**src/rtl/mdio_pkg.sv**
```systemverilog
// Package: field positions of the command word and fixed frame codes.
// Assumes a 32-bit register bus; positions are software-visible and fixed.
package mdio_pkg;
    localparam int CMD_REG_LSB  = 0;
    localparam int CMD_PHY_LSB  = 8;
    localparam int CMD_WR_BIT   = 16;
    localparam int CMD_BUSY_BIT = 17;
    localparam int CMD_PRE_BIT  = 18;
    localparam int CMD_DIV_LSB  = 20;

    localparam logic [1:0] FRM_START = 2'b01;
    localparam logic [1:0] FRM_OP_WR = 2'b01;
    localparam logic [1:0] FRM_OP_RD = 2'b10;
    localparam logic [1:0] FRM_TA_WR = 2'b10;
endpackage

```
**src/rtl/mdio_clkgen.sv**
```systemverilog
// Management clock generator: divides clk by 2*(div+1) while run is high.
// Assumes div is held stable while run is high. MDC is forced low when idle.
// rise/fall are single-cycle strobes, valid in the cycle whose edge toggles mdc.
module mdio_clkgen #(
    parameter int DIV_W = 4
) (
    input  logic             clk,
    input  logic             rst_n,
    input  logic             run,
    input  logic [DIV_W-1:0] div,
    output logic             mdc,
    output logic             rise,
    output logic             fall
);
    logic [DIV_W-1:0] cnt;
    logic             tick;

    // Half-period terminal count reached
    assign tick = run && (cnt == div);
    assign rise = tick && !mdc;
    assign fall = tick && mdc;

    // Half-period counter and MDC toggle
    always_ff @(posedge clk) begin
        if (!rst_n || !run) begin
            cnt <= '0;
            mdc <= 1'b0;
        end else if (tick) begin
            cnt <= '0;
            mdc <= ~mdc;
        end else begin
            cnt <= cnt + 1'b1;
        end
    end
endmodule

```
**src/rtl/mdio_shifter.sv**
```systemverilog
// Frame serialiser: shifts a preloaded frame out MSB first, one bit per MDC period.
// It advances on MDC falling strobes and, for reads, captures data on rising strobes.
// Assumes start is only pulsed while idle and that the frame is valid on start.
module mdio_shifter #(
    parameter int FRAME_LEN = 64,
    parameter int DATA_W    = 16,
    parameter int TA_POS    = 46,
    localparam int IDX_W    = $clog2(FRAME_LEN)
) (
    input  logic                 clk,
    input  logic                 rst_n,
    input  logic                 start,
    input  logic                 is_read,
    input  logic [FRAME_LEN-1:0] frame,
    input  logic                 rise,
    input  logic                 fall,
    input  logic                 mdi,
    output logic                 mdo,
    output logic                 oe,
    output logic                 active,
    output logic                 done,
    output logic [DATA_W-1:0]    rd_data
);
    localparam logic [IDX_W-1:0] LAST_IDX = IDX_W'(FRAME_LEN - 1);
    localparam logic [IDX_W-1:0] TA_IDX   = IDX_W'(TA_POS);
    localparam logic [IDX_W-1:0] DATA_IDX = IDX_W'(FRAME_LEN - DATA_W);

    logic [FRAME_LEN-1:0] sh;
    logic [IDX_W-1:0]     idx;
    logic                 rd_mode;

    // Frame ends at the falling edge after the last bit
    assign done = active && fall && (idx == LAST_IDX);
    assign mdo  = active && sh[FRAME_LEN-1];
    // Release the line from the read turnaround onward
    assign oe   = active && !(rd_mode && (idx >= TA_IDX));

    // Bit position and shift register
    always_ff @(posedge clk) begin
        if (!rst_n) begin
            active  <= 1'b0;
            idx     <= '0;
            sh      <= '0;
            rd_mode <= 1'b0;
        end else if (start && !active) begin
            active  <= 1'b1;
            idx     <= '0;
            sh      <= frame;
            rd_mode <= is_read;
        end else if (active && fall) begin
            if (idx == LAST_IDX) begin
                active <= 1'b0;
            end else begin
                idx <= idx + 1'b1;
                sh  <= {sh[FRAME_LEN-2:0], 1'b0};
            end
        end
    end

    // Read data capture on rising MDC during the data field
    always_ff @(posedge clk) begin
        if (!rst_n) begin
            rd_data <= '0;
        end else if (active && rise && rd_mode && (idx >= DATA_IDX)) begin
            rd_data <= {rd_data[DATA_W-2:0], mdi};
        end
    end
endmodule

```
**src/rtl/mdio_regs.sv**
```systemverilog
// Register block: command and data words, busy flag and frame launch.
// Assumes a single-cycle write strobe. Both words are locked while busy.
// go is a one-cycle pulse in the cycle after a command write that sets busy.
module mdio_regs
    import mdio_pkg::*;
#(
    parameter int ADDR_W = 8,
    parameter int BUS_W  = 32,
    parameter int PHY_W  = 5,
    parameter int REG_W  = 5,
    parameter int DATA_W = 16,
    parameter int DIV_W  = 4,
    parameter logic [ADDR_W-1:0] CMD_ADDR  = 8'h98,
    parameter logic [ADDR_W-1:0] DATA_ADDR = 8'h94
) (
    input  logic              clk,
    input  logic              rst_n,
    input  logic              bus_wr,
    input  logic [ADDR_W-1:0] bus_addr,
    input  logic [BUS_W-1:0]  bus_wdata,
    output logic [BUS_W-1:0]  bus_rdata,
    input  logic              done,
    input  logic [DATA_W-1:0] rd_capture,
    output logic              busy,
    output logic              go,
    output logic [PHY_W-1:0]  phy_q,
    output logic [REG_W-1:0]  reg_q,
    output logic              wr_q,
    output logic [DIV_W-1:0]  div_q,
    output logic [DATA_W-1:0] data_q,
    output logic [BUS_W-1:0]  cmd_word
);
    logic pre_q;
    logic unused_wdata;

    assign unused_wdata = ^bus_wdata;

    // Stored command fields placed at their bus positions (busy excluded)
    always_comb begin
        cmd_word = '0;
        cmd_word[CMD_REG_LSB +: REG_W] = reg_q;
        cmd_word[CMD_PHY_LSB +: PHY_W] = phy_q;
        cmd_word[CMD_WR_BIT]           = wr_q;
        cmd_word[CMD_PRE_BIT]          = pre_q;
        cmd_word[CMD_DIV_LSB +: DIV_W] = div_q;
    end

    // Read multiplexer
    always_comb begin
        bus_rdata = '0;
        if (bus_addr == CMD_ADDR) begin
            bus_rdata = cmd_word;
            bus_rdata[CMD_BUSY_BIT] = busy;
        end else if (bus_addr == DATA_ADDR) begin
            bus_rdata[DATA_W-1:0] = data_q;
        end
    end

    // Register writes, busy set/clear and read-data load
    always_ff @(posedge clk) begin
        if (!rst_n) begin
            busy   <= 1'b0;
            go     <= 1'b0;
            phy_q  <= '0;
            reg_q  <= '0;
            wr_q   <= 1'b0;
            pre_q  <= 1'b0;
            div_q  <= '0;
            data_q <= '0;
        end else begin
            go <= 1'b0;
            if (done) begin
                busy <= 1'b0;
                if (!wr_q) begin
                    data_q <= rd_capture;
                end
            end else if (bus_wr && !busy) begin
                if (bus_addr == CMD_ADDR) begin
                    reg_q <= bus_wdata[CMD_REG_LSB +: REG_W];
                    phy_q <= bus_wdata[CMD_PHY_LSB +: PHY_W];
                    wr_q  <= bus_wdata[CMD_WR_BIT];
                    pre_q <= bus_wdata[CMD_PRE_BIT];
                    div_q <= bus_wdata[CMD_DIV_LSB +: DIV_W];
                    if (bus_wdata[CMD_BUSY_BIT]) begin
                        busy <= 1'b1;
                        go   <= 1'b1;
                    end
                end else if (bus_addr == DATA_ADDR) begin
                    data_q <= bus_wdata[DATA_W-1:0];
                end
            end
        end
    end
endmodule

```
**src/rtl/mdio_master.sv**
```systemverilog
// Top: register-driven clause-22 management frame master.
// Assembles the frame from the stored command, runs the clock divider and
// the serialiser, and hands read data back to the register block.
// Assumes an external pad combines mdio_o/mdio_oe and returns mdio_i.
module mdio_master
    import mdio_pkg::*;
#(
    parameter int ADDR_W  = 8,
    parameter int PHY_W   = 5,
    parameter int REG_W   = 5,
    parameter int DATA_W  = 16,
    parameter int DIV_W   = 4,
    parameter int PRE_LEN = 32,
    parameter logic [ADDR_W-1:0] CMD_ADDR  = 8'h98,
    parameter logic [ADDR_W-1:0] DATA_ADDR = 8'h94
) (
    input  logic              clk,
    input  logic              rst_n,
    input  logic              bus_wr,
    input  logic [ADDR_W-1:0] bus_addr,
    input  logic [31:0]       bus_wdata,
    output logic [31:0]       bus_rdata,
    output logic              mdc,
    input  logic              mdio_i,
    output logic              mdio_o,
    output logic              mdio_oe
);
    localparam int BUS_W     = 32;
    localparam int TA_POS    = PRE_LEN + 4 + PHY_W + REG_W;
    localparam int FRAME_LEN = TA_POS + 2 + DATA_W;

    logic                 busy_w;
    logic                 go;
    logic [PHY_W-1:0]     phy_q;
    logic [REG_W-1:0]     reg_q;
    logic                 wr_q;
    logic [DIV_W-1:0]     div_q;
    logic [DATA_W-1:0]    data_q;
    logic [BUS_W-1:0]     cmd_word_w;
    logic [FRAME_LEN-1:0] frame;
    logic                 active;
    logic                 done;
    logic                 rise;
    logic                 fall;
    logic [DATA_W-1:0]    rd_capture;

    // Frame assembly from the stored command and data word
    always_comb begin
        frame = {{PRE_LEN{1'b1}}, FRM_START,
                 (wr_q ? FRM_OP_WR : FRM_OP_RD),
                 phy_q, reg_q, FRM_TA_WR,
                 (wr_q ? data_q : {DATA_W{1'b1}})};
    end

    mdio_regs #(
        .ADDR_W(ADDR_W), .BUS_W(BUS_W), .PHY_W(PHY_W), .REG_W(REG_W),
        .DATA_W(DATA_W), .DIV_W(DIV_W),
        .CMD_ADDR(CMD_ADDR), .DATA_ADDR(DATA_ADDR)
    ) u_regs (
        .clk(clk), .rst_n(rst_n),
        .bus_wr(bus_wr), .bus_addr(bus_addr),
        .bus_wdata(bus_wdata), .bus_rdata(bus_rdata),
        .done(done), .rd_capture(rd_capture),
        .busy(busy_w), .go(go),
        .phy_q(phy_q), .reg_q(reg_q), .wr_q(wr_q),
        .div_q(div_q), .data_q(data_q), .cmd_word(cmd_word_w)
    );

    mdio_clkgen #(.DIV_W(DIV_W)) u_clk (
        .clk(clk), .rst_n(rst_n), .run(active), .div(div_q),
        .mdc(mdc), .rise(rise), .fall(fall)
    );

    mdio_shifter #(
        .FRAME_LEN(FRAME_LEN), .DATA_W(DATA_W), .TA_POS(TA_POS)
    ) u_shift (
        .clk(clk), .rst_n(rst_n),
        .start(go), .is_read(!wr_q), .frame(frame),
        .rise(rise), .fall(fall), .mdi(mdio_i),
        .mdo(mdio_o), .oe(mdio_oe),
        .active(active), .done(done), .rd_data(rd_capture)
    );
endmodule

```
**config.mk**
```make
export PLATFORM = sky130hd
export DESIGN_NAME = mdio_master
export DESIGN_NICKNAME = d
export VERILOG_FILES = /design/src/rtl/mdio_pkg.sv /design/src/rtl/mdio_clkgen.sv /design/src/rtl/mdio_shifter.sv /design/src/rtl/mdio_regs.sv /design/src/rtl/mdio_master.sv
export SDC_FILE = /design/constraint.sdc
export NUM_CORES = 1
export LEC_CHECK = 0
export BUFFER_PORTS_ARGS = -buffer_cell sky130_fd_sc_hd__buf_2
export CAP_MARGIN = 20
export CORE_MARGIN = 1
export CORE_UTILIZATION = 50
export CTS_BUF_LIST = sky130_fd_sc_hd__clkbuf_8
export DETAILED_ROUTE_END_ITERATION = 16
export HOLD_SLACK_MARGIN = 0.06
export PLACE_DENSITY = 0.76
export SYNTH_ARGS = -nofsm -noshare
export SYNTH_HDL_FRONTEND = slang
export SYNTH_HIERARCHICAL = 1
export SYNTH_SLANG_ARGS = --single-unit
```
**constraint.sdc**
```tcl
create_clock -name clk -period 5.4 [get_ports clk]
set_input_delay 0.27 -clock clk [delete_from_list [all_inputs] [get_ports clk]]
set_output_delay 0.27 -clock clk [all_outputs]
set_load 0.005 [all_outputs]
```
==> results of run 1 <==
path summary, 6_finish.rpt:
kind / startpoint / endpoint / slack, ps / cells past startpoint
hold reg to reg: u_regs/pre_q$_SDFFE_PN0P_ / u_regs/pre_q$_SDFFE_PN0P_ / 460 / 2
setup / recovery: u_clk/cnt[2]$_SDFF_PP0_ / u_regs/data_q[9]$_SDFFE_PN0P_ / 1940 / 11
hold / removal: bus_wdata[3] / u_regs/reg_q[3]$_SDFFE_PN0P_ / 80 / 3
setup reg to reg: u_clk/cnt[2]$_SDFF_PP0_ / u_regs/data_q[9]$_SDFFE_PN0P_ / 1940 / 11
power groups by stage:
| stage | Combinational (mW) | Sequential (mW) | Clock [mW] |
|---|---|---|---|
| floorplan | 0.0443 | 0.959 | 0 |
| CTS | 0.0639 | 0.937 | 0.853 |
| detailed placement | 0.0582 | 0.959 | 0 |
| global placement | 0.0578 | 0.959 | 0 |
| global route | 0.0717 | 0.937 | 0.895 |
| finish | 0.0654 | 0.937 | 0.845 |
registers in the layout, indices dropped and copies added, names as in the netlist, 4 cells and up:
register and count:
u_clk/cnt 4, u_regs/data_q 16, u_regs/div_q 4, u_regs/phy_q 5, u_regs/reg_q 5, u_shift/idx 6, u_shift/rd_data 16, u_shift/sh 64
stage by stage:
| stage | instance area, um2 | hold slack (ps) |
|---|---|---|
| after global placement | 7670 | 444 |
| after detailed placement | 7670 | 452 |
| after global routing | 8170 | 63.8 |
| after floorplan | 7770 | 412 |
| after CTS | 8170 | 62.5 |
| final | 8170 | 84.4 |
cell usage in the layout (no fill, tap or decap), types with 10 or more instances in the layout:
| cell | n |
|---|---|
| a22o_1 | 10 |
| nand4_1 | 53 |
| a2bb2oi_1 | 51 |
| buf_4 | 13 |
| buf_2 | 60 |
| nand2_1 | 98 |
| dlygate4sd3_1 | 10 |
| nand3_1 | 23 |
| clkbuf_8 | 19 |
| a21oi_1 | 18 |
| and2_1 | 10 |
| a221oi_1 | 16 |
| conb_1 | 45 |
| nand2b_1 | 10 |
| and4_2 | 17 |
| and4_1 | 49 |
| o211ai_1 | 52 |
| nor2_1 | 19 |
| inv_1 | 19 |
| dfxtp_1 | 124 |
| o21ai_0 | 76 |
| mux2i_1 | 37 |
area by class of cell:
| type | count | area, um2 |
|---|---|---|
| multi-input combinational | 662 | 4420 |
| clock inverter | 13 | 140 |
| fill | 1372 | 6530 |
| timing repair buffer | 83 | 498 |
| sequential | 127 | 2550 |
| tap | 184 | 230 |
| inverter | 20 | 75.1 |
| clock buffer | 19 | 262 |
worst max-delay path, stage by stage, from the launching register on:
cell and delay (ps):
dfxtp_1 340, xor2_1 190, nor4_4 460, and3_1 210
buf_4 480, nand2_2 120, nor3_2 150, buf_4 350
nor2b_1 180, buf_4 260, a31o_2 380, a221oi_1 160
layer usage:
metal / routed length (um) / vias to the layer above / share of wire / track usage
met5: 0 / - / 0 / 0
met2: 9080 / 223 / 0.47 / 0.395
li1: - / 3329 / - / -
met3: 1010 / 20 / 0.052 / 0.0441
met4: 183 / 0 / 0.0095 / 0.0775
met1: 9020 / 3297 / 0.47 / 0.334
what timing repair did:
item,4_1_cts,5_1_grt
setup endpoints to repair,0,0
hold buffers,10,0
endpoints found under the hold margin,10,0
buffers inserted,0,0
gates resized for setup,0,0
==> results.yml, run 1 <==
detailed_routing:
  ant_nets: 0
  drt-total-wl_um: 19300
  drc_errors: 0
  vias_per_cell: 6.20
  drtIter0Drc: 773
  via_count: 6869
  drtPass1Iterations: 11
  wl_per_cell_um: 17.4
sta:
  skew_ps: 7.31
  period_share: 0.641
  min_period_ps: 3460
  fmax_mhz: 289
  finalHoldViolations: 0
  slew_headroom: 0.267
  worstMarginPinSlew_ps: 1100
  setup_ws_ps: 1940
  slew_violations: 0
  grt_setup_unrepaired: "false"
  setup-tns-final_ps: 0
  finalSetupViolations: 0
floorplanning:
  die_y_um: 125
  die_w_um: 125
  design.core.area_mm2: 0.0147
  rows: 44
  start_util: 0.518
  io_pins: 79
  die-area_mm2: 0.0157
finish:
  stdcell_count: 1108
  area_delta_synth_final_pct: 7.35
  postLayoutCoreUtil: 0.556
  antenna_cells: 0
  drive_gt1_frac: 0.165
  nets: 958
global_route:
  grt_pass1_wl_um: 32200
  grt_antenna_before_repair: 0
  grt_pass1_vias: 6394
  overflow: 0
  track_usage: 0.246
  grt_max_degree: 77
setup_path:
  arrival_ps: 3770
  end_kind: "flop"
  criticalPathCategory: "flop to flop"
  cp.required_ps: 5710
  critPathMaxFanout: 66
  cp-start-kind: "flop"
cts:
  cts_buffers: 17
  insertion_delay_ps: 450
  tritoncts: "yes"
  cts.path.max_buffers: 2
  cts_root_buf: "clkbuf_8"
  clk_pin_slew_ps: 80
  clock-sinks: 127
  cts_max_level: 4
pwr:
  p_clk_frac: 0.457
  p_sw_frac: 0.246
  pwr-share-comb: 0.035
  power.switching_mw: 0.455
  power.density_mw_per_mm2: 226
  total_power_mw: 1.85
  total_leakage_power_nw: 2.78
  internal_power_mw: 1.39
  peakVddDrop_v: 0.000147
  seqPwrFrac: 0.507
placed_design:
  dp_hpwl_um: 10000
  place_ws_ps: 1990
  dpl.cell_count: 1066
  place_congestion: 0.773
  port_buffers: 60
logic_synthesis:
  netlist_area_mm2: 0.00761
  synthCells: 896
  yosys_warnings: 6
  syn_avg_cell_area_um2: 8.50
job:
  maxCapViolCount: 0
run_status:
  status: "finished clean"
hold_path:
  min_path_type: "input port to flop"
Power figures use the tool's default switching activity.
==> run 2: changes to the inputs <==
--- a/config.mk
+++ b/config.mk
@@ -12,7 +12,7 @@
 export CTS_BUF_LIST = sky130_fd_sc_hd__clkbuf_8
 export DETAILED_ROUTE_END_ITERATION = 16
 export HOLD_SLACK_MARGIN = 0.06
-export PLACE_DENSITY = 0.76
+export PLACE_DENSITY = 0.79
 export SYNTH_ARGS = -nofsm -noshare
 export SYNTH_HDL_FRONTEND = slang
 export SYNTH_HIERARCHICAL = 1
==> constraint.sdc (replaced) <==
create_clock -name clk -period 3 [get_ports clk]
set_input_delay 0.15 -clock clk [delete_from_list [all_inputs] [get_ports clk]]
set_output_delay 0.15 -clock clk [all_outputs]
set_load 0.005 [all_outputs]
==> run 2 against run 1 <==
  * Sequential cell count unchanged
  * Worst hold slack better by 4.6 ps
  * Count of clock-buffer cells in the layout up 1
  * Largest cell class unchanged
  * Largest power group unchanged
==> results.yml, run 2 (same netlist as run 1, synthesis figures left out) <==
run_status:
  status: "finished clean"
global_route:
  track_usage: 0.243
  overflow: 0
  gr-usage-met1: 0.322
  grt_pass1_vias: 6402
  grt_pass1_wl_um: 31700
  grt_antenna_before_repair: 0
  globalRouteMet3Util: 0.0663
  top_usage_layer: "met2"
  met2_usage: 0.380
  grt_max_degree: 70
sta:
  period_share: 0.944
  finalSetupViolations: 0
  finalHoldViolations: 0
  grt_setup_unrepaired: "false"
  worstMarginPinSlew_ps: 803
  setup-tns-final_ps: 0
  slew_headroom: 0.464
  skew_ps: 11.4
  min_period_ps: 2830
  setup_ws_ps: 168
  slew_violations: 0
  fmax_mhz: 353
cts:
  cts_buffers: 17
  cts.path.max_buffers: 2
  clk_pin_slew_ps: 80
  tritoncts: "yes"
  cts_root_buf: "clkbuf_8"
  ctsHoldBuffers: 22
  cts_setup_buffers: 0
  insertion_delay_ps: 460
  cts_max_level: 4
  clock-sinks: 127
  cts-resized-gates: 0
job:
  maxCapViolCount: 0
detailed_routing:
  vias_per_cell: 6.16
  drt-total-wl_um: 19100
  ant_nets: 0
  drc_errors: 0
  via_count: 6951
  drtIter0Drc: 754
  wl_per_cell_um: 16.9
  drtPass1Iterations: 12
pwr:
  p_sw_frac: 0.240
  peakVddDrop_v: 0.000361
  power.switching_mw: 0.803
  seqPwrFrac: 0.504
  pwr-share-comb: 0.039
  p_clk_frac: 0.457
  power.density_mw_per_mm2: 400
  internal_power_mw: 2.54
  total_leakage_power_nw: 2.87
setup_path:
  end_kind: "flop"
  arrival_ps: 3180
  cp-start-kind: "flop"
  r2r_cells: 9
  cp.required_ps: 3350
  critPathMaxFanout: 16
  criticalPathCategory: "flop to flop"
floorplanning:
  io_pins: 79
  design.core.area_mm2: 0.0147
  start_util: 0.518
  die-area_mm2: 0.0157
  die_y_um: 125
  rows: 44
  die_w_um: 125
finish:
  final_cell_mix: "dfxtp_1 (124), nand2_1 (98), o21ai_0 (76)"
  drive_gt1_frac: 0.169
  layout_commonest_cell: "dfxtp_1"
  multi_input_area_mm2: 0.00442
  seq_area_mm2: 0.00255
  nets: 978
  regMostFlops: "u_shift/sh"
  top_regs: "u_shift/sh x64, u_regs/data_q x16, u_shift/rd_data x16"
  fin_area_mm2: 0.00836
  area_delta_synth_final_pct: 9.81
  largest_reg_flops: 64
  fillers: 1300
  antenna_cells: 0
placed_design:
  dp_hpwl_um: 10200
  place_congestion: 0.842
  place_ws_ps: 293
  port_buffers: 60
  place_area_mm2: 0.00773
hold_path:
  min_path_type: "input port to flop"
  hold_path_depth: 3
==> run 2: cell count changes in the layout (fill, tap and decap cells not counted), sizes merged <==
| cell | change |
|---|---|
| dlygate4sd3 | +12 |
| buf | +8 |
| clkinv | -3 |
| clkbuf | +1 |
| clkinvlp | +1 |
| inv | +1 |
==> run 2: critical path: stages (launching register included) <==
cell	delay [ps]
dfxtp_1	420
xor2_1	320
nor4_4	80
buf_4	170
and3_1	200
nand2_2	160
nor3_2	110
nor3b_1	450
nand3_2	400
a221oi_1	420
==> run 2: path summary, 6_finish.rpt <==
check / to / startpoint / slack (ps)
setup reg to reg: u_regs/data_q[15]$_SDFFE_PN0P_ / u_clk/cnt[0]$_SDFF_PP0_ / 170
hold reg to reg: u_regs/pre_q$_SDFFE_PN0P_ / u_regs/pre_q$_SDFFE_PN0P_ / 460
hold / removal: u_regs/data_q[5]$_SDFFE_PN0P_ / bus_wdata[5] / 90
setup / recovery: u_regs/data_q[15]$_SDFFE_PN0P_ / u_clk/cnt[0]$_SDFF_PP0_ / 170
==> run 2: per-stage QoR <==
step | power (mW) | hold WS [ps] | util | instances
after floorplan | 1.81 | 292 | - | 938
after global placement | 1.83 | 398 | 0.526 | 1074
after detailed placement | 1.83 | 404 | 0.526 | 1074
after CTS | 3.37 | 65.2 | 0.569 | 1128
after global routing | 3.46 | 99.2 | 0.569 | 1128
final | 3.34 | 89.0 | 0.569 | 1128
==> run 2: layer usage <==
layer,part of all wire,up-vias
met2,0.47,268
met4,0.012,0
met1,0.45,3288
met5,0,-
met3,0.070,28
li1,-,3367
==> run 2: power groups by stage <==
stage	combinational, mW	clock, mW	sequential [mW]
finish	0.132	1.53	1.69
global route	0.144	1.63	1.69
CTS	0.128	1.56	1.69
detailed placement	0.105	0	1.73
global placement	0.105	0	1.73
floorplan	0.0797	0	1.73
==> run 2: layout make-up <==
type	instances	share of cell area
clock buffers	20	0.0329
well taps	184	0.0275
multi-input cells	662	0.529
flip-flops and latches	127	0.305
inverters	20	0.00898
clock inverters	12	0.0160
repair buffers	103	0.0811
==> run 3: changes to the inputs <==
--- a/config.mk
+++ b/config.mk
@@ -12,7 +12,7 @@
 export CTS_BUF_LIST = sky130_fd_sc_hd__clkbuf_8
 export DETAILED_ROUTE_END_ITERATION = 16
 export HOLD_SLACK_MARGIN = 0.06
-export PLACE_DENSITY = 0.79
+export PLACE_DENSITY = 0.76
 export SYNTH_ARGS = -nofsm -noshare
 export SYNTH_HDL_FRONTEND = slang
 export SYNTH_HIERARCHICAL = 1
==> constraint.sdc (replaced) <==
create_clock -name clk -period 2.9 [get_ports clk]
set_input_delay 0.145 -clock clk [delete_from_list [all_inputs] [get_ports clk]]
set_output_delay 0.145 -clock clk [all_outputs]
set_load 0.005 [all_outputs]
==> run 3 against run 2 <==
  * Critical endpoint is now u_regs/div_q[2]$_SDFFE_PN0P_
  * Count of clock-buffer cells in the layout is 2 lower
  * Worst hold slack worse by 11 ps
  * Largest cell class unchanged
  * Sequential share of layout area barely moved
  * Power increased by 2.3%
  * Sequential power rose by 3%
  * Sequential cell count stayed put
  * Global-route usage shrank 0.077 points
==> results.yml, run 3 (same netlist as run 1, synthesis figures left out) <==
run_status:
  status: "finished clean"
detailed_routing:
  ant_nets: 0
  drt-total-wl_um: 18900
  drc_errors: 0
  via_count: 6809
  vias_per_cell: 6.04
  drtIter0Drc: 764
  drtPass1Iterations: 11
  wl_per_cell_um: 16.8
sta:
  min_period_ps: 2440
  finalSetupViolations: 0
  worstMarginPinSlew_ps: 714
  skew_ps: 13.2
  grt_setup_unrepaired: "false"
  slew_violations: 0
  setup_ws_ps: 463
  slew_headroom: 0.524
  finalHoldViolations: 0
  period_share: 0.840
  setup-tns-final_ps: 0
  fmax_mhz: 410
finish:
  top_regs: "u_shift/sh x64, u_regs/data_q x16, u_shift/rd_data x16"
  multi_input_area_mm2: 0.00442
  layout_commonest_cell: "dfxtp_1"
  seq_area_mm2: 0.00255
  largest_reg_flops: 64
  final_cell_mix: "dfxtp_1 (124), nand2_1 (98), o21ai_0 (76)"
  drive_gt1_frac: 0.168
  regMostFlops: "u_shift/sh"
  fillers: 1312
  nets: 978
  area_delta_synth_final_pct: 9.75
  antenna_cells: 0
pwr:
  internal_power_mw: 2.58
  peakVddDrop_v: 0.000362
  p_clk_frac: 0.450
  seqPwrFrac: 0.510
  power.density_mw_per_mm2: 410
  p_sw_frac: 0.246
  power.switching_mw: 0.843
  total_leakage_power_nw: 2.87
  pwr-share-comb: 0.040
setup_path:
  r2r-end: "u_regs/div_q[2]$_SDFFE_PN0P_"
  criticalPathCategory: "flop to flop"
  reg2reg_slack_ps: 460
  cp-start-kind: "flop"
  r2r_cells: 9
  cp.required_ps: 3290
  end_kind: "flop"
  arrival_ps: 2820
  r2r_start: "u_clk/cnt[2]$_SDFF_PP0_"
  critPathMaxFanout: 14
cts:
  cts_max_level: 4
  cts-resized-gates: 0
  cts.path.max_buffers: 2
  tritoncts: "yes"
  insertion_delay_ps: 460
  clk_pin_slew_ps: 80
  cts_setup_buffers: 0
  cts_buffers: 17
  clock-sinks: 127
  cts_root_buf: "clkbuf_8"
  ctsHoldBuffers: 22
hold_path:
  min_path_type: "input port to flop"
  min_to: "u_shift/active$_SDFFE_PN0P_"
  hold_path_depth: 3
  min_from: "rst_n"
floorplanning:
  die_y_um: 125
  design.core.area_mm2: 0.0147
  start_util: 0.518
  die_w_um: 125
  io_pins: 79
  rows: 44
  die-area_mm2: 0.0157
placed_design:
  place_ws_ps: 489
  port_buffers: 60
  place_congestion: 0.785
  dp_hpwl_um: 10500
global_route:
  track_usage: 0.242
  overflow: 0
  grt_pass1_vias: 6473
  grt_max_degree: 68
  grt_pass1_wl_um: 31800
  grt_antenna_before_repair: 0
job:
  maxCapViolCount: 0
## run 3: area by class of cell
| type | instances | area share |
|---|---|---|
| Multi-Input combinational cell | 662 | 0.529 |
| Sequential cell | 127 | 0.305 |
| Timing Repair Buffer | 103 | 0.0827 |
| Clock buffer | 18 | 0.0297 |
| Tap cell | 184 | 0.0276 |
| Clock inverter | 14 | 0.0172 |
| Inverter | 20 | 0.00899 |
## run 3: how the worst max path moves through the flow
stage / start / to / slack (ps) / cells past startpoint
4_1_cts: u_clk/cnt[0]$_SDFF_PP0_ / u_regs/div_q[2]$_SDFFE_PN0P_ / 450 / 9
3_3_place_gp: u_clk/cnt[0]$_SDFF_PP0_ / u_regs/phy_q[3]$_SDFFE_PN0P_ / 560 / 9
6_report: u_clk/cnt[2]$_SDFF_PP0_ / u_regs/div_q[2]$_SDFFE_PN0P_ / 460 / 9
2_1_floorplan: u_regs/div_q[2]$_SDFFE_PN0P_ / u_regs/data_q[5]$_SDFFE_PN0P_ / 8 / 13
3_5_place_dp: u_clk/cnt[0]$_SDFF_PP0_ / u_regs/div_q[2]$_SDFFE_PN0P_ / 490 / 9
5_1_grt: u_clk/cnt[0]$_SDFF_PP0_ / u_regs/reg_q[2]$_SDFFE_PN0P_ / 280 / 9
## run 3: power groups by stage
stage / logic, mW / clock network (mW) / registers (mW)
floorplan: 0.0824 / 0 / 1.78
global placement: 0.110 / 0 / 1.79
detailed placement: 0.111 / 0 / 1.79
CTS: 0.134 / 1.56 / 1.74
global route: 0.150 / 1.64 / 1.74
finish: 0.137 / 1.54 / 1.74
## run 3: routing by layer
layer | global-route usage | part of all wire
met5 | 0 | 0
met4 | 0.0746 | 0.0099
met3 | 0.0492 | 0.050
met2 | 0.394 | 0.47
met1 | 0.323 | 0.47
## run 3: per-stage QoR
step                      hold WS (ps)  utilization  cells  power [mW]  area (um2)
after floorplan                    287            -    938        1.87        7770
after global placement             400        0.527   1074        1.89        7740
after detailed placement           401        0.527   1074        1.90        7740
after CTS                         61.3        0.568   1128        3.44        8350
after global routing              76.7        0.568   1128        3.53        8350
final                             78.3        0.568   1128        3.42        8350
## run 3: critical path, cell delays in order, from the launching register on
cell and delay [ps]:
dfxtp_1 400, xor2_1 250, nor4_4 80, and3_1 210, nand2_2 90, nor3_2 60, nor3b_1 430, nor3b_4 410
buf_12 210, mux2i_1 210
